[config.mk]
export PLATFORM = sky130hd
export DESIGN_NAME = rxq_status_tracker
export DESIGN_NICKNAME = d
export VERILOG_FILES = /design/src/rtl/rxq_pkg.sv /design/src/rtl/rxq_ctrl.sv /design/src/rtl/rxq_datapath.sv /design/src/rtl/rxq_status_tracker.sv
export SDC_FILE = /design/constraint.sdc
export NUM_CORES = 1
export LEC_CHECK = 0
export CORE_MARGIN = 1.5
export CORE_UTILIZATION = 55
export DETAILED_ROUTE_END_ITERATION = 8
export HOLD_SLACK_MARGIN = 0.02
export MAX_ROUTING_LAYER = met4
export PLACE_DENSITY = 0.73
export SYNTH_ARGS = -nofsm -noshare
export SYNTH_HDL_FRONTEND = slang
export SYNTH_HIERARCHICAL = 1
export SYNTH_SLANG_ARGS = --single-unit
[constraint.sdc]
create_clock -name clk -period 11.6 [get_ports clk]
set_input_delay 1.74 -clock clk [delete_from_list [all_inputs] [get_ports clk]]
set_output_delay 1.74 -clock clk [all_outputs]
set_load 0.01 [all_outputs]
[src/rtl/rxq_pkg.sv]
package rxq_pkg;

  localparam logic [3:0] CODE_NONE     = 4'b0000;
  localparam logic [3:0] CODE_DRIBBLE  = 4'b0010;
  localparam logic [3:0] CODE_OVERRUN  = 4'b1000;
  localparam logic [3:0] CODE_OVERSIZE = 4'b1001;
  localparam logic [3:0] CODE_RUNT     = 4'b1011;
  localparam logic [3:0] CODE_ALIGN    = 4'b1100;
  localparam logic [3:0] CODE_CRC      = 4'b1101;

  // strobes from control to datapath, one cycle each
  typedef struct packed {
    logic startFrame;
    logic takeByte;
    logic markOversize;
    logic dropFrame;
    logic pushFrame;
    logic popHead;
    logic readByte;
    logic flagUnderrun;
    logic flushAll;
  } rxq_strobe_t;

  function automatic logic [3:0] normalizeCode(input logic [3:0] raw);
    logic [3:0] res;
    case (raw)
      CODE_DRIBBLE, CODE_OVERRUN, CODE_OVERSIZE,
      CODE_RUNT, CODE_ALIGN, CODE_CRC: res = raw;
      default:                         res = CODE_NONE;
    endcase
    return res;
  endfunction

endpackage

[src/rtl/rxq_ctrl.sv]
module rxq_ctrl
  import rxq_pkg::*;
(
  input  logic        clk,
  input  logic        rstN,
  input  logic        frmStart,
  input  logic        frmByte,
  input  logic        frmEnd,
  input  logic        hostRead,
  input  logic        discardTop,
  input  logic        rxReset,
  input  logic        qFull,
  input  logic        qEmpty,
  input  logic        fifoFull,
  input  logic        dataOvr,
  input  logic        headDone,
  input  logic        curAtMax,
  output rxq_strobe_t strb,
  output logic        receiving
);

  logic active;
  logic activeNext;
  logic byteLost;

  always_comb begin
    strb       = '0;
    activeNext = active;
    byteLost   = 1'b0;
    if (rxReset) begin
      strb.flushAll = 1'b1;
      activeNext    = 1'b0;
    end else begin
      // host side
      strb.popHead      = discardTop && !qEmpty;
      strb.readByte     = hostRead && !discardTop && !qEmpty && !headDone;
      strb.flagUnderrun = hostRead && !discardTop && (qEmpty || headDone);
      // wire side
      if (frmStart) begin
        strb.dropFrame = active;
        if (!(qFull || dataOvr)) begin
          strb.startFrame = 1'b1;
          activeNext      = 1'b1;
        end else begin
          activeNext = 1'b0;
        end
      end else if (active) begin
        if (frmByte) begin
          if (curAtMax) begin
            strb.markOversize = 1'b1;
          end else if (fifoFull) begin
            strb.dropFrame = 1'b1;
            byteLost       = 1'b1;
            activeNext     = 1'b0;
          end else begin
            strb.takeByte = 1'b1;
          end
        end
        if (frmEnd && !byteLost) begin
          strb.pushFrame = 1'b1;
          activeNext     = 1'b0;
        end
      end
    end
  end

  always_ff @(posedge clk or negedge rstN) begin
    if (!rstN) active <= 1'b0;
    else       active <= activeNext;
  end

  assign receiving = active;

  AST_PUSH_NOT_FULL: assert property (@(posedge clk) disable iff (!rstN)
    strb.pushFrame |-> !qFull);
  AST_HOST_EXCL: assert property (@(posedge clk) disable iff (!rstN)
    $onehot0({strb.popHead, strb.readByte, strb.flagUnderrun}));
  AST_BYTE_IN_FRAME: assert property (@(posedge clk) disable iff (!rstN)
    strb.takeByte |-> receiving);

endmodule

[src/rtl/rxq_datapath.sv]
module rxq_datapath
  import rxq_pkg::*;
#(
  parameter int QDEPTH        = 8,
  parameter int DATA_DEPTH    = 2048,
  parameter int MAX_FRAME     = 1514,
  parameter int RESUME_MARGIN = 4
) (
  input  logic        clk,
  input  logic        rstN,
  input  rxq_strobe_t strb,
  input  logic [3:0]  macCode,
  output logic        qFull,
  output logic        qEmpty,
  output logic        fifoFull,
  output logic        dataOvr,
  output logic        headDone,
  output logic        curAtMax,
  output logic        underrun,
  output logic [15:0] statusWord
);

  localparam int LEN_W  = $clog2(MAX_FRAME + 1);
  localparam int OCC_W  = $clog2(DATA_DEPTH + 1);
  localparam int PTR_W  = (QDEPTH > 1) ? $clog2(QDEPTH) : 1;
  localparam int QCNT_W = $clog2(QDEPTH + 1);
  localparam int STAT_W = 11;

  logic [3:0]       codeMem [QDEPTH];
  logic [LEN_W-1:0] lenMem  [QDEPTH];
  logic [PTR_W-1:0] wrPtr, rdPtr;
  logic [QCNT_W-1:0] qCount;
  logic [LEN_W-1:0] headRead, curCount;
  logic             curOv;
  logic [OCC_W-1:0] occ, occNext, popAmt, dropAmt;
  logic             dataOvrNext;
  logic [LEN_W-1:0] headLen;
  logic [3:0]       headCode;
  logic [LEN_W-1:0] pushLen;
  logic [3:0]       pushCode;

  function automatic logic [PTR_W-1:0] nextPtr(input logic [PTR_W-1:0] p);
    return (p == PTR_W'(QDEPTH - 1)) ? '0 : p + 1'b1;
  endfunction

  assign headLen  = lenMem[rdPtr];
  assign headCode = codeMem[rdPtr];
  assign qFull    = (qCount == QCNT_W'(QDEPTH));
  assign qEmpty   = (qCount == '0);
  assign fifoFull = (occ == OCC_W'(DATA_DEPTH));
  assign headDone = (headRead == headLen);
  assign curAtMax = (curCount == LEN_W'(MAX_FRAME));

  assign pushLen  = curCount + LEN_W'(strb.takeByte);
  assign pushCode = (curOv || strb.markOversize) ? CODE_OVERSIZE : normalizeCode(macCode);

  // fill level of the data FIFO after this cycle's moves
  always_comb begin
    popAmt  = strb.popHead   ? OCC_W'(headLen - headRead) : '0;
    dropAmt = strb.dropFrame ? OCC_W'(curCount)           : '0;
    occNext = occ + OCC_W'(strb.takeByte) - OCC_W'(strb.readByte) - popAmt - dropAmt;
    if (occNext == OCC_W'(DATA_DEPTH))
      dataOvrNext = 1'b1;
    else if ((strb.popHead || strb.readByte) &&
             occNext <= OCC_W'(DATA_DEPTH - RESUME_MARGIN))
      dataOvrNext = 1'b0;
    else
      dataOvrNext = dataOvr;
  end

  // record storage
  always_ff @(posedge clk or negedge rstN) begin
    if (!rstN) begin
      for (int i = 0; i < QDEPTH; i++) begin
        codeMem[i] <= '0;
        lenMem[i]  <= '0;
      end
    end else if (strb.pushFrame && !strb.flushAll) begin
      codeMem[wrPtr] <= pushCode;
      lenMem[wrPtr]  <= pushLen;
    end
  end

  always_ff @(posedge clk or negedge rstN) begin
    if (!rstN) begin
      wrPtr    <= '0;
      rdPtr    <= '0;
      qCount   <= '0;
      headRead <= '0;
      curCount <= '0;
      curOv    <= 1'b0;
      occ      <= '0;
      dataOvr  <= 1'b0;
      underrun <= 1'b0;
    end else if (strb.flushAll) begin
      wrPtr    <= '0;
      rdPtr    <= '0;
      qCount   <= '0;
      headRead <= '0;
      curCount <= '0;
      curOv    <= 1'b0;
      occ      <= '0;
      dataOvr  <= 1'b0;
      underrun <= 1'b0;
    end else begin
      if (strb.pushFrame) wrPtr <= nextPtr(wrPtr);
      if (strb.popHead)   rdPtr <= nextPtr(rdPtr);
      qCount <= qCount + QCNT_W'(strb.pushFrame) - QCNT_W'(strb.popHead);
      if (strb.popHead)       headRead <= '0;
      else if (strb.readByte) headRead <= headRead + 1'b1;
      if (strb.startFrame || strb.dropFrame || strb.pushFrame) begin
        curCount <= '0;
        curOv    <= 1'b0;
      end else begin
        if (strb.takeByte)     curCount <= curCount + 1'b1;
        if (strb.markOversize) curOv    <= 1'b1;
      end
      occ     <= occNext;
      dataOvr <= dataOvrNext;
      if (strb.flagUnderrun) underrun <= 1'b1;
    end
  end

  assign statusWord = qEmpty ? {1'b1, 4'b0000, STAT_W'(curCount)}
                             : {1'b0, headCode, STAT_W'(headLen)};

  AST_QCOUNT_BOUND: assert property (@(posedge clk) disable iff (!rstN)
    qCount <= QCNT_W'(QDEPTH));
  AST_OCC_BOUND: assert property (@(posedge clk) disable iff (!rstN)
    occ <= OCC_W'(DATA_DEPTH));
  AST_UNDERRUN_STICKY: assert property (@(posedge clk) disable iff (!rstN)
    (underrun && !strb.flushAll) |=> underrun);
  AST_LEN_CAP: assert property (@(posedge clk) disable iff (!rstN)
    curCount <= LEN_W'(MAX_FRAME));
  AST_READ_IN_FRAME: assert property (@(posedge clk) disable iff (!rstN)
    strb.readByte |-> (headRead < headLen));
  AST_DROP_CLEARS: assert property (@(posedge clk) disable iff (!rstN)
    (strb.dropFrame && !strb.flushAll) |=> (curCount == '0));

endmodule

[src/rtl/rxq_status_tracker.sv]
module rxq_status_tracker
  import rxq_pkg::*;
#(
  parameter int QDEPTH        = 8,
  parameter int DATA_DEPTH    = 2048,
  parameter int MAX_FRAME     = 1514,
  parameter int RESUME_MARGIN = 4
) (
  input  logic        clk,
  input  logic        rstN,
  input  logic        frmStart,
  input  logic        frmByte,
  input  logic        frmEnd,
  input  logic [3:0]  frmErrCode,
  input  logic        hostRead,
  input  logic        discardTop,
  input  logic        rxReset,
  output logic [15:0] rxStatus,
  output logic        rxComplete,
  output logic        rxReceiving,
  output logic        statusOverrun,
  output logic        dataOverrun,
  output logic        rxUnderrun,
  output logic        adapterFail
);

  rxq_strobe_t strb;
  logic qFull, qEmpty, fifoFull, dataOvr, headDone, curAtMax, underrun;

  rxq_ctrl ctrl_i (
    .clk        (clk),
    .rstN       (rstN),
    .frmStart   (frmStart),
    .frmByte    (frmByte),
    .frmEnd     (frmEnd),
    .hostRead   (hostRead),
    .discardTop (discardTop),
    .rxReset    (rxReset),
    .qFull      (qFull),
    .qEmpty     (qEmpty),
    .fifoFull   (fifoFull),
    .dataOvr    (dataOvr),
    .headDone   (headDone),
    .curAtMax   (curAtMax),
    .strb       (strb),
    .receiving  (rxReceiving)
  );

  rxq_datapath #(
    .QDEPTH        (QDEPTH),
    .DATA_DEPTH    (DATA_DEPTH),
    .MAX_FRAME     (MAX_FRAME),
    .RESUME_MARGIN (RESUME_MARGIN)
  ) dp_i (
    .clk        (clk),
    .rstN       (rstN),
    .strb       (strb),
    .macCode    (frmErrCode),
    .qFull      (qFull),
    .qEmpty     (qEmpty),
    .fifoFull   (fifoFull),
    .dataOvr    (dataOvr),
    .headDone   (headDone),
    .curAtMax   (curAtMax),
    .underrun   (underrun),
    .statusWord (rxStatus)
  );

  assign rxComplete    = !qEmpty;
  assign statusOverrun = qFull;
  assign dataOverrun   = dataOvr;
  assign rxUnderrun    = underrun;
  assign adapterFail   = underrun;

endmodule

; After elaboration in Yosys (flattened, before gate mapping)
; Cells that the tools add are included.
[classes]
bitwise_logic = 2
div = 0
shifts = 0
n_lt_le_gt_ge = 4
reduce_logical = 29
multipliers = 0
n_addsub = 12
muxes = 64
eq_ne = 13
[op_table]
columns = op, n
row1 = $mux 11, 10
row2 = $bwmux 88, 1
row3 = $bmux 11 s3, 1
row4 = $demux 11 s3, 1
row5 = $bwmux 32, 1
row6 = $mux 1, 29
row7 = $mux 4, 7
row8 = $eq 12x12->1 const B, 2
row9 = $eq 4x4->1 const B, 6
row10 = $mux 12, 2
row11 = $sub 12x12->12, 2
row12 = $add 11x1->11 const B, 2
row13 = $mux 3, 7
row14 = $mux 16, 1
row15 = $add 12x1->12, 1
row16 = $bmux 4 s3, 1
row17 = $demux 4 s3, 1
row18 = $le 12x11->1 const B, 1
row19 = $reduce_bool 3->1, 4
row20 = $sub 11x11->12, 1
row21 = $sub 12x1->12, 1
row22 = $add 11x1->11, 1
row23 = $eq 11x11->1, 1
row24 = $eq 11x11->1 const B, 1
row25 = other kinds (16), 39
[totals]
latchBits = 0
ram_bits = 0
wordCells = 150
memories = 0
inputBits = 12
rom_bits = 0
out_inout_bits = 22
register_bits = 168

; Depth between registers and ports, before layout
; Gate-level depths: netlist of the first run.
[logic_depth]
depth_word = 22
depth_mapped = 26
depth_no_buf = 24

; Modules after synthesis
; The synthesis of the first run kept the hierarchy.
[by_module_without_submodules]
columns = module, cells_each, seq_area_each_um2, instances, area_each_um2
row1 = rxq_datapath, 928, 4179.0, 1, 9439.1
row2 = rxq_ctrl, 18, 25.0, 1, 161.4
row3 = rxq_status_tracker, 2, 0.0, 1, 11.3

; Worst setup path before layout of the first run
; OpenSTA, ideal clock, no wires.
[synth_path]
path_type = register -> register
startpoint = register dp_i.rdPtr[0]
endpoint = register dp_i.dataOvr
n_path_buf = 2
path_slack_ps = 5689
required_ps = 11469
path_stages_with_launch = 22
period_less_slack_ps = 5911
arrival_time_ps = 5779
path_cell_list = dfrtp_1 -> clkbuf_1 -> buf_2 -> mux4_2 -> mux2_2 -> ha_1 -> nand4_1 -> nor4_1 -> nor4_1 -> ha_1 -> inv_1 -> fa_1 -> fa_1 -> ha_1 -> fa_1 -> a211oi_1 -> o21ai_1 -> a41o_1 -> nand2b_1 -> a21oi_1 -> o31a_1 -> or3_1
[synth_lines]
columns = item, line
row1 = from (decl), rxq_datapath.sv:31  ; logic [PTR_W-1:0] wrPtr, rdPtr;
row2 = from (signal assigned), rxq_datapath.sv:107  ; if (strb.popHead) rdPtr <= nextPtr(rdPtr);
row3 = to (signal assigned), rxq_datapath.sv:119  ; dataOvr <= dataOvrNext;
row4 = to (decl), rxq_datapath.sv:16  ; output logic dataOvr,

==> impl_results.html, run 1 <==
<table>
<tr><th>Metric</th><th>Value</th></tr>
<tr><th colspan="2">Placed design</th></tr>
<tr><td>Placed cell areas</td><td>10100 µm²</td></tr>
<tr><td>Final GP Congestion</td><td>0.884</td></tr>
<tr><td>Number of buffer cells added on primary ports</td><td>33</td></tr>
<tr><td>Post-placement cell count</td><td>1165</td></tr>
<tr><td>DP Wirelength</td><td>15000 µm</td></tr>
<tr><th colspan="2">Global routing</th></tr>
<tr><td>Maximum number of pins on one net before global-route repair</td><td>92</td></tr>
<tr><td>Fraction of met1 tracks used by global routing</td><td>37.3%</td></tr>
<tr><td>Overall track demand over capacity in global routing</td><td>26.7%</td></tr>
<tr><td>Met2 track demand over resource in global routing</td><td>40.6%</td></tr>
<tr><td>Number of global-route vias before repair</td><td>6928</td></tr>
<tr><td>Global route total overflow</td><td>0</td></tr>
<tr><td>First-pass GRT wire length</td><td>36200 µm</td></tr>
<tr><td>Peak-usage layer in the global routing report</td><td>met2</td></tr>
<tr><td>GR met3 Demand/Resource</td><td>4.30%</td></tr>
<tr><td>Initial antenna violation count</td><td>0</td></tr>
<tr><th colspan="2">Flow run</th></tr>
<tr><td>Max Cap Viol</td><td>0</td></tr>
<tr><th colspan="2">Power and ir drop</th></tr>
<tr><td>Power per standard cell area</td><td>151 nW/µm²</td></tr>
<tr><td>Portion of total power attributed to the clock network</td><td>33.9%</td></tr>
<tr><td>Share of power burned in combinational logic</td><td>26.9%</td></tr>
<tr><td>Net switching share of the total power</td><td>31.9%</td></tr>
<tr><td>Total Power</td><td>1.61 mW</td></tr>
<tr><td>Static power due to leakage</td><td>4.73 nW</td></tr>
<tr><td>Power Internal</td><td>1.10 mW</td></tr>
<tr><td>Net switching power</td><td>514 µW</td></tr>
<tr><td>Portion of total power attributed to sequential cells</td><td>39.2%</td></tr>
<tr><td>Worst vdd ir</td><td>0.000113 V</td></tr>
<tr><th colspan="2">Synth</th></tr>
<tr><td>Number of different library cells in the post-synthesis netlist</td><td>59</td></tr>
<tr><td>Most used flip-flop cell after synthesis</td><td>sky130_fd_sc_hd__dfrtp_1</td></tr>
<tr><td>Number of flops mapped to enable cells by yosys</td><td>0</td></tr>
<tr><td>Yosys synthesis warning count</td><td>6</td></tr>
<tr><td>Net count of the mapped netlist</td><td>1033</td></tr>
<tr><td>Post-synthesis instance total</td><td>948</td></tr>
<tr><td>Avg Cell Area, Syn</td><td>10.1 µm²</td></tr>
<tr><td>Async set or reset register ratio after synthesis</td><td>100%</td></tr>
<tr><td>Area of the mapped netlist</td><td>9610 µm²</td></tr>
<tr><td>Seq/Total Area, Yosys</td><td>43.7%</td></tr>
<tr><td>Seq cells post-synth</td><td>168</td></tr>
<tr><th colspan="2">Clock tree</th></tr>
<tr><td>Hold buffers post-CTS</td><td>0</td></tr>
<tr><td># clock sinks</td><td>168</td></tr>
<tr><td>Post-CTS sizing</td><td>0</td></tr>
<tr><td>H-tree depth reported by CTS</td><td>4</td></tr>
<tr><td>Clk pin slew, worst setup/hold paths</td><td>0.06 ns</td></tr>
<tr><td>Number of buffers on the longest clock path</td><td>2</td></tr>
<tr><td>TritonCTS Buffers</td><td>17</td></tr>
<tr><td>Root buffer selected by CTS</td><td>sky130_fd_sc_hd__clkbuf_16</td></tr>
<tr><td>Buffer count from post-CTS setup fixing</td><td>0</td></tr>
<tr><td>Clock latency at the later pin of the worst-skew pair</td><td>0.43 ns</td></tr>
<tr><td>TritonCTS clock tree</td><td>yes</td></tr>
<tr><th colspan="2">Critical path</th></tr>
<tr><td>Worst setup EP type</td><td>register</td></tr>
<tr><td>CP required</td><td>11.90 ns</td></tr>
<tr><td>Startpoint kind of the worst setup timing path</td><td>register</td></tr>
<tr><td>Crit path cell chain</td><td>buf_4 &gt; mux4_2 &gt; mux2_2 &gt; ha_1 &gt; nand4_1 &gt; nor4_1 &gt; nor4_1 &gt; buf_4 &gt; ha_1 &gt; inv_1 &gt; fa_1 &gt; fa_1 &gt; ha_1 &gt; fa_1 &gt; a211oi_1 &gt; o21ai_1 &gt; a41o_1 &gt; nand2b_1 &gt; a21oi_1 &gt; o31a_1 &gt; or3_1</td></tr>
<tr><td>Critical Path Fanout Max</td><td>22</td></tr>
<tr><td>Biggest cell delay along the critical path</td><td>0.58 ns</td></tr>
<tr><td>Slowest cell on the critical path</td><td>sky130_fd_sc_hd__dfrtp_2</td></tr>
<tr><td>Kind of critical path</td><td>reg -&gt; reg</td></tr>
<tr><td>Signal arrival time at the worst endpoint</td><td>7.17 ns</td></tr>
<tr><th colspan="2">Die</th></tr>
<tr><td>Die area</td><td>18300 µm²</td></tr>
<tr><td>Number of rows in the core area</td><td>48</td></tr>
<tr><td>Initial core utilization</td><td>56.0%</td></tr>
<tr><td>Y dimension of the die</td><td>135 µm</td></tr>
<tr><td>Core area</td><td>17200 µm²</td></tr>
<tr><td>Die W</td><td>135 µm</td></tr>
<tr><td>Number of top-level pins</td><td>34</td></tr>
<tr><th colspan="2">Outcome</th></tr>
<tr><td>Run status</td><td>complete, no violations</td></tr>
<tr><th colspan="2">Finish</th></tr>
<tr><td>Most used cells in the layout excluding fill and tap cells</td><td>sky130_fd_sc_hd__dfrtp_1 (167), sky130_fd_sc_hd__nand2_1 (149), sky130_fd_sc_hd__o21ai_0 (120)</td></tr>
<tr><td>Antenna diodes</td><td>0</td></tr>
<tr><td>Filler cell count</td><td>1479</td></tr>
<tr><td>Number of nets in the finished design</td><td>1044</td></tr>
<tr><td>Area Growth Syn to Fin</td><td>10.9%</td></tr>
<tr><td>Final cell utilization of the core</td><td>62.1%</td></tr>
<tr><td>Fraction of final layout cells with drive strength greater than 1</td><td>11.5%</td></tr>
<tr><td>Post-layout instance count excluding filler cells</td><td>1196</td></tr>
<tr><td>Post-layout instance area</td><td>10700 µm²</td></tr>
<tr><td>Leading cell type in the layout, fill and taps excluded</td><td>sky130_fd_sc_hd__dfrtp_1</td></tr>
<tr><td>Area of the multi-input gates</td><td>5020 µm²</td></tr>
<tr><td>Sequential cell area</td><td>4210 µm²</td></tr>
<tr><th colspan="2">STA</th></tr>
<tr><td>Portion of the clock cycle consumed by the worst path in the final layout</td><td>59.2%</td></tr>
<tr><td>Total count of hold-check failures in the final report</td><td>0</td></tr>
<tr><td>Post-Route Skew</td><td>0.0112 ns</td></tr>
<tr><td>Number of setup violations in the final report</td><td>0</td></tr>
<tr><td>Minimum clock period</td><td>6.86 ns</td></tr>
<tr><td>Highest clock frequency the design can meet</td><td>0.146 GHz</td></tr>
<tr><td>Worst-case headroom to the max-slew limit</td><td>17.8%</td></tr>
<tr><td>Actual slew at the worst max-slew pin</td><td>1.23 ns</td></tr>
<tr><td>Unrepaired setup endpoints after global routing</td><td>no</td></tr>
<tr><td>Pins Over Slew Limit</td><td>0</td></tr>
<tr><td>Post-route setup TNS</td><td>0 ns</td></tr>
<tr><th colspan="2">Routing</th></tr>
<tr><td>Post-DRT Antenna Nets</td><td>0</td></tr>
<tr><td>Vias per cell</td><td>5.84</td></tr>
<tr><td>Post-Route WL</td><td>21700 µm</td></tr>
<tr><td>Routed length per instance</td><td>18.2 µm</td></tr>
<tr><td>First-pass iteration count of the detailed router</td><td>5</td></tr>
<tr><td>Number of DRC violations after detailed-routing iteration 0</td><td>490</td></tr>
<tr><td>DRC violations left</td><td>0</td></tr>
<tr><td>Via total after detailed routing</td><td>6981</td></tr>
<tr><th colspan="2">Worst hold path</th></tr>
<tr><td>Class of the tightest hold or removal check</td><td>reg -&gt; reg</td></tr>
</table>
-- metrics by stage --
| step | setup WS [ns] | hold WS, ns |
|---|---|---|
| 2_1_floorplan | 5.69 | 0.440 |
| 3_3_place_gp | 4.92 | 0.457 |
| 3_5_place_dp | 4.77 | 0.461 |
| 4_1_cts | 4.76 | 0.478 |
| 5_1_grt | 4.35 | 0.490 |
| 6_report | 4.74 | 0.476 |
-- power groups by stage --
| stage | Combinational (mW) | Sequential, mW | Clock (mW) |
|---|---|---|---|
| final | 0.433 | 0.632 | 0.547 |
| after global routing | 0.484 | 0.635 | 0.581 |
| after floorplan | 0.317 | 0.634 | 0 |
| after CTS | 0.434 | 0.633 | 0.559 |
| after detailed placement | 0.431 | 0.644 | 0 |
| after global placement | 0.426 | 0.643 | 0 |
-- synthesized netlist by cell type, drive strengths merged, types with 2 or more instances --
cell	number	area [µm²]
inv	48	180
xnor2	28	245
nand3	16	80.1
nand2b	13	81.3
or2	3	18.8
mux2	28	315
ha	59	738
clkbuf	41	155
nor3b	2	20.0
mux4	30	676
a21boi	2	15.0
nor4b	4	50.1
nand3b	2	15.0
nor2b	10	62.6
and4	2	17.5
nor3	11	55.1
a21oi	20	100
o21ai	121	606
nor2	60	225
or3	9	56.3
a21o	6	45.0
and3	11	75.1
xor2	15	131
a211oi	5	37.5
and2	10	62.6
mux2i	11	110
nand4b	2	17.5
fa	14	280
nand4	12	75.1
o2111ai	2	41.3
dfrtp	168	4200
nand2	149	559
o31a	2	26.3
buf	10	56.3
or4	2	15.0
nor4	7	43.8
-- flip-flops by register name (all words and copies together), names as in the netlist --
signal            flops
dp_i/underrun         1
dp_i/wrPtr            3
dp_i/dataOvr          1
dp_i/lenMem          88
dp_i/curCount        11
dp_i/headRead        11
dp_i/occ             12
dp_i/codeMem         32
dp_i/qCount           4
dp_i/rdPtr            3
ctrl_i/receiving      1
dp_i/curOv            1
-- per-layer routing --
layer,up-vias,wire length [µm]
met4,0,288
met1,3496,10300
met2,163,10300
met3,23,845
li1,3299,-
met5,-,0
-- cell families after synthesis --
group                    Yosys count  share of synthesized area (%)
flip-flops                       168                           43.7
buffers and inverters             99                           4.07
AO/OA/AOI/OAI                    169                           10.1
adder cells (fa/ha/maj)           73                           10.6
AND/OR/NAND/NOR                  327                           16.2
multiplexers                      69                           11.5
XOR/XNOR                          43                           3.92
-- area by class of cell --
class / count / area share, %
Timing Repair Buffer: 43 / 3.81
Inverter: 48 / 1.69
Sequential cell: 168 / 39.4
Multi-Input combinational cell: 681 / 47.0
Tap cell: 225 / 2.64
Clock inverter: 14 / 1.37
Clock buffer: 17 / 3.99
-- worst paths after layout --
kind / startpoint / to / slack (ns) / cells past startpoint
worst max-delay path: dp_i/rdPtr[0] / dp_i/dataOvr / 4.74 / 21
worst min-delay path: dp_i/lenMem[65] / dp_i/lenMem[65] / 0.48 / 2
worst min register to register: dp_i/lenMem[65] / dp_i/lenMem[65] / 0.48 / 2
max in group asynchronous: rstN / dp_i/rdPtr[0] / 8.67 / 2
min in group asynchronous: rstN / dp_i/lenMem[52] / 1.40 / 1
worst max register to register: dp_i/rdPtr[0] / dp_i/dataOvr / 4.74 / 21
-- worst max-delay path, delay by kind of cell (launching register included) --
family,cells,cell delay (ns)
adders and majority gates,6,2.21
AOI/OAI and AO/OA,5,1.07
buffers and inverters,3,0.74
muxes,2,0.89
and+or+nand+nor,5,1.24
DFF,1,0.58
Power figures use the tool's default switching activity.
==> inputs of run 2 (changes only) <==
Settings changed: PLACE_DENSITY 0.73 to 0.76.
Clock period 11.6 ns to 5.61 ns, I/O delays scaled along.
==> impl_results.html, run 2 (synthesis results as in run 1) <==
<table>
<tr><th>Metric</th><th>Value</th></tr>
<tr><th colspan="2">Outcome</th></tr>
<tr><td>Run status</td><td>finished, violations left (was complete, no violations)</td></tr>
<tr><td>Violated checks</td><td>negative setup slack</td></tr>
<tr><th colspan="2">Critical path</th></tr>
<tr><td>Critical Path Fanout Max</td><td>5 (was 22)</td></tr>
<tr><td>Signal arrival time at the worst endpoint</td><td>6.00 ns (was 7.17 ns)</td></tr>
<tr><td>CP required</td><td>5.92 ns (was 11.90 ns)</td></tr>
<tr><td>Biggest cell delay along the critical path</td><td>0.45 ns (was 0.58 ns)</td></tr>
<tr><td>Startpoint kind of the worst setup timing path</td><td>register (unchanged)</td></tr>
<tr><td>Reg2reg end</td><td>dp_i/dataOvr (unchanged)</td></tr>
<tr><td>Worst setup EP type</td><td>register (unchanged)</td></tr>
<tr><td>Slowest cell on the critical path</td><td>sky130_fd_sc_hd__fa_1 (was sky130_fd_sc_hd__dfrtp_2)</td></tr>
<tr><td>Crit path cell chain</td><td>buf_12 &gt; buf_12 &gt; buf_16 &gt; mux4_2 &gt; mux2_4 &gt; ha_4 &gt; nand4_1 &gt; nor4_4 &gt; nor4_2 &gt; ha_2 &gt; inv_2 &gt; fa_2 &gt; fa_1 &gt; ha_2 &gt; fa_2 &gt; buf_6 &gt; a21o_1 &gt; a21oi_2 &gt; xnor2_2 &gt; nor3_2 &gt; and4_1 &gt; o2111a_1 &gt; or3_1 (was buf_4 &gt; mux4_2 &gt; mux2_2 &gt; ha_1 &gt; nand4_1 &gt; nor4_1 &gt; nor4_1 &gt; buf_4 &gt; ha_1 &gt; inv_1 &gt; fa_1 &gt; fa_1 &gt; ha_1 &gt; fa_1 &gt; a211oi_1 &gt; o21ai_1 &gt; a41o_1 &gt; nand2b_1 &gt; a21oi_1 &gt; o31a_1 &gt; or3_1)</td></tr>
<tr><td>Reg-to-reg setup timing slack</td><td>-0.09 ns (was 4.74 ns)</td></tr>
<tr><td>Kind of critical path</td><td>reg -&gt; reg (unchanged)</td></tr>
<tr><td>Beginning of the worst register-to-register path</td><td>dp_i/rdPtr[0] (unchanged)</td></tr>
<tr><td>Worst-case reg-to-reg path depth</td><td>23 (was 21)</td></tr>
<tr><th colspan="2">Placed design</th></tr>
<tr><td>Placed cell areas</td><td>10600 µm² (was 10100 µm²)</td></tr>
<tr><td>Final GP Congestion</td><td>0.926 (was 0.884)</td></tr>
<tr><td>DP Wirelength</td><td>16200 µm (was 15000 µm)</td></tr>
<tr><td>Number of buffer cells added on primary ports</td><td>33 (unchanged)</td></tr>
<tr><td>Post-placement cell count</td><td>1217 (was 1165)</td></tr>
<tr><th colspan="2">Routing</th></tr>
<tr><td>Post-DRT Antenna Nets</td><td>0 (unchanged)</td></tr>
<tr><td>Vias per cell</td><td>5.91 (was 5.84)</td></tr>
<tr><td>Routed length on met2</td><td>12400 µm (was 10300 µm)</td></tr>
<tr><td>Wire length on met3</td><td>1400 µm (was 845 µm)</td></tr>
<tr><td>Via total after detailed routing</td><td>7448 (was 6981)</td></tr>
<tr><td>Number of DRC violations after detailed-routing iteration 0</td><td>594 (was 490)</td></tr>
<tr><td>Post-Route WL</td><td>24400 µm (was 21700 µm)</td></tr>
<tr><td>WL met1</td><td>10000 µm (was 10300 µm)</td></tr>
<tr><td>First-pass iteration count of the detailed router</td><td>6 (was 5)</td></tr>
<tr><td>DRC violations left</td><td>0 (unchanged)</td></tr>
<tr><td>Highest metal layer with signal wires</td><td>met4 (unchanged)</td></tr>
<tr><td>Routed length per instance</td><td>19.4 µm (was 18.2 µm)</td></tr>
<tr><th colspan="2">Global routing</th></tr>
<tr><td>Overall track demand over capacity in global routing</td><td>29.4% (was 26.7%)</td></tr>
<tr><td>Number of global-route vias before repair</td><td>7730 (was 6928)</td></tr>
<tr><td>First-pass GRT wire length</td><td>39700 µm (was 36200 µm)</td></tr>
<tr><td>Maximum number of pins on one net before global-route repair</td><td>87 (was 92)</td></tr>
<tr><td>Initial antenna violation count</td><td>0 (unchanged)</td></tr>
<tr><td>Global route total overflow</td><td>0 (unchanged)</td></tr>
<tr><th colspan="2">STA</th></tr>
<tr><td>Actual slew at the worst max-slew pin</td><td>1.18 ns (was 1.23 ns)</td></tr>
<tr><td>Worst-case headroom to the max-slew limit</td><td>21.3% (was 17.8%)</td></tr>
<tr><td>Minimum setup slack in the final design</td><td>-0.0882 ns (was 4.74 ns)</td></tr>
<tr><td>Unrepaired setup endpoints after global routing</td><td>yes (was no)</td></tr>
<tr><td>Number of setup violations in the final report</td><td>1 (was 0)</td></tr>
<tr><td>Minimum clock period</td><td>5.70 ns (was 6.86 ns)</td></tr>
<tr><td>Total count of hold-check failures in the final report</td><td>0 (unchanged)</td></tr>
<tr><td>Highest clock frequency the design can meet</td><td>0.175 GHz (was 0.146 GHz)</td></tr>
<tr><td>Pins Over Slew Limit</td><td>0 (unchanged)</td></tr>
<tr><td>Post-Route Skew</td><td>0.0172 ns (was 0.0112 ns)</td></tr>
<tr><td>Portion of the clock cycle consumed by the worst path in the final layout</td><td>102% (was 59.2%)</td></tr>
<tr><th colspan="2">Finish</th></tr>
<tr><td>Area of the multi-input gates</td><td>5470 µm² (was 5020 µm²)</td></tr>
<tr><td>Sequential cell area</td><td>4210 µm² (unchanged)</td></tr>
<tr><td>Number of nets in the finished design</td><td>1108 (was 1044)</td></tr>
<tr><td>Post-layout instance area</td><td>11700 µm² (was 10700 µm²)</td></tr>
<tr><td>Antenna diodes</td><td>0 (unchanged)</td></tr>
<tr><td>Area Growth Syn to Fin</td><td>21.4% (was 10.9%)</td></tr>
<tr><td>Post-layout instance count excluding filler cells</td><td>1261 (was 1196)</td></tr>
<tr><td>Number of flip-flops in the largest register</td><td>88 (unchanged)</td></tr>
<tr><td>Leading cell type in the layout, fill and taps excluded</td><td>sky130_fd_sc_hd__dfrtp_1 (unchanged)</td></tr>
<tr><td>Biggest register</td><td>dp_i/lenMem (unchanged)</td></tr>
<tr><td>Fraction of final layout cells with drive strength greater than 1</td><td>22.5% (was 11.5%)</td></tr>
<tr><td>Most used cells in the layout excluding fill and tap cells</td><td>sky130_fd_sc_hd__dfrtp_1 (167), sky130_fd_sc_hd__nand2_1 (149), sky130_fd_sc_hd__o21ai_0 (116) (was sky130_fd_sc_hd__dfrtp_1 (167), sky130_fd_sc_hd__nand2_1 (149), sky130_fd_sc_hd__o21ai_0 (120))</td></tr>
<tr><td>Filler cell count</td><td>1258 (was 1479)</td></tr>
<tr><td>Largest registers</td><td>dp_i/lenMem x88, dp_i/codeMem x32, dp_i/occ x12 (unchanged)</td></tr>
<tr><th colspan="2">Die</th></tr>
<tr><td>Die W</td><td>135 µm (unchanged)</td></tr>
<tr><td>Core area</td><td>17200 µm² (unchanged)</td></tr>
<tr><td>Initial core utilization</td><td>56.0% (unchanged)</td></tr>
<tr><td>Number of top-level pins</td><td>34 (unchanged)</td></tr>
<tr><td>Die area</td><td>18300 µm² (unchanged)</td></tr>
<tr><td>Number of rows in the core area</td><td>48 (unchanged)</td></tr>
<tr><td>Y dimension of the die</td><td>135 µm (unchanged)</td></tr>
<tr><th colspan="2">Power and ir drop</th></tr>
<tr><td>Worst vdd ir</td><td>0.000347 V (was 0.000113 V)</td></tr>
<tr><td>Static power due to leakage</td><td>5.11 nW (was 4.73 nW)</td></tr>
<tr><td>Power per standard cell area</td><td>322 nW/µm² (was 151 nW/µm²)</td></tr>
<tr><td>Total Power</td><td>3.76 mW (was 1.61 mW)</td></tr>
<tr><th colspan="2">Clock tree</th></tr>
<tr><td>H-tree depth reported by CTS</td><td>4 (unchanged)</td></tr>
<tr><td>Number of buffers on the longest clock path</td><td>2 (unchanged)</td></tr>
<tr><td>Clock latency at the later pin of the worst-skew pair</td><td>0.43 ns (about the same)</td></tr>
<tr><td>TritonCTS clock tree</td><td>yes (unchanged)</td></tr>
<tr><td>TritonCTS Buffers</td><td>17 (unchanged)</td></tr>
<tr><td>Root buffer selected by CTS</td><td>sky130_fd_sc_hd__clkbuf_16 (unchanged)</td></tr>
<tr><td>Clk pin slew, worst setup/hold paths</td><td>0.07 ns (was 0.06 ns)</td></tr>
<tr><td># clock sinks</td><td>168 (unchanged)</td></tr>
<tr><th colspan="2">Worst hold path</th></tr>
<tr><td>Class of the tightest hold or removal check</td><td>in -&gt; async (was reg -&gt; reg)</td></tr>
<tr><th colspan="2">Flow run</th></tr>
<tr><td>Max Cap Viol</td><td>0 (unchanged)</td></tr>
</table>
## run 2: timing repair
item,in CTS,in global routing
setup endpoints to repair,3,1
hold endpoints to repair,0,0
resized for setup,49,29
pin swaps,30,38
setup buffers,7,4
hold buffers,0,0
cloned,1,0
## run 2: how the worst max path moves through the flow
stage,slack [ns],startpoint,cells past startpoint,to
floorplan,0.005,dp_i/rdPtr[0],23,dp_i/dataOvr
global placement,-0.38,dp_i/rdPtr[0],24,dp_i/dataOvr
detailed placement,-0.52,dp_i/rdPtr[0],24,dp_i/dataOvr
CTS,0.008,dp_i/rdPtr[0],22,dp_i/dataOvr
global route,-0.23,dp_i/rdPtr[0],23,dp_i/dataOvr
finish,-0.09,dp_i/rdPtr[0],23,dp_i/dataOvr
## run 2: layout make-up
class                   count  area share, %
well taps                 225           2.41
multi-input cells         681           46.8
inverters                  48           1.54
flip-flops and latches    168           36.0
clock inverters            11          0.772
repair buffers            107           8.48
clock buffers              21           3.94
## run 2: routing by layer
metal | up-vias | GRT usage (%)
met2 | 247 | 47.8
met1 | 3719 | 36.9
met5 | - | -
met4 | 0 | 11.2
met3 | 54 | 5.54
li1 | 3428 | -
## run 2: where the power goes
group | total, mW | internal [mW] | switching [mW]
Clock | 1.10 | 0.598 | 0.504
Combinational | 1.35 | 0.704 | 0.642
Sequential | 1.31 | 1.26 | 0.0525
## run 2: metrics by stage
| step | hold slack [ns] | util [%] | setup WS (ns) | setup TNS, ns |
|---|---|---|---|---|
| floorplan | 0.440 | - | 0.00468 | 0 |
| global placement | 0.457 | 61.5 | -0.376 | -0.386 |
| detailed placement | 0.459 | 61.5 | -0.524 | -0.676 |
| CTS | 0.474 | 66.9 | 0.00780 | 0 |
| global route | 0.500 | 68.0 | -0.231 | -0.231 |
| finish | 0.447 | 68.0 | -0.0882 | -0.0882 |
## run 2: critical path: cells and delay by family (launching register included)
kind                     cells  cell delay [ns]
multiplexers                 2             0.72
AO/OA/AOI/OAI                3             0.47
adder cells (fa/ha/maj)      6             1.99
buffers and inverters        5             0.56
flip-flops                   1             0.44
XOR/XNOR                     1             0.15
AND/OR/NAND/NOR              6             1.24
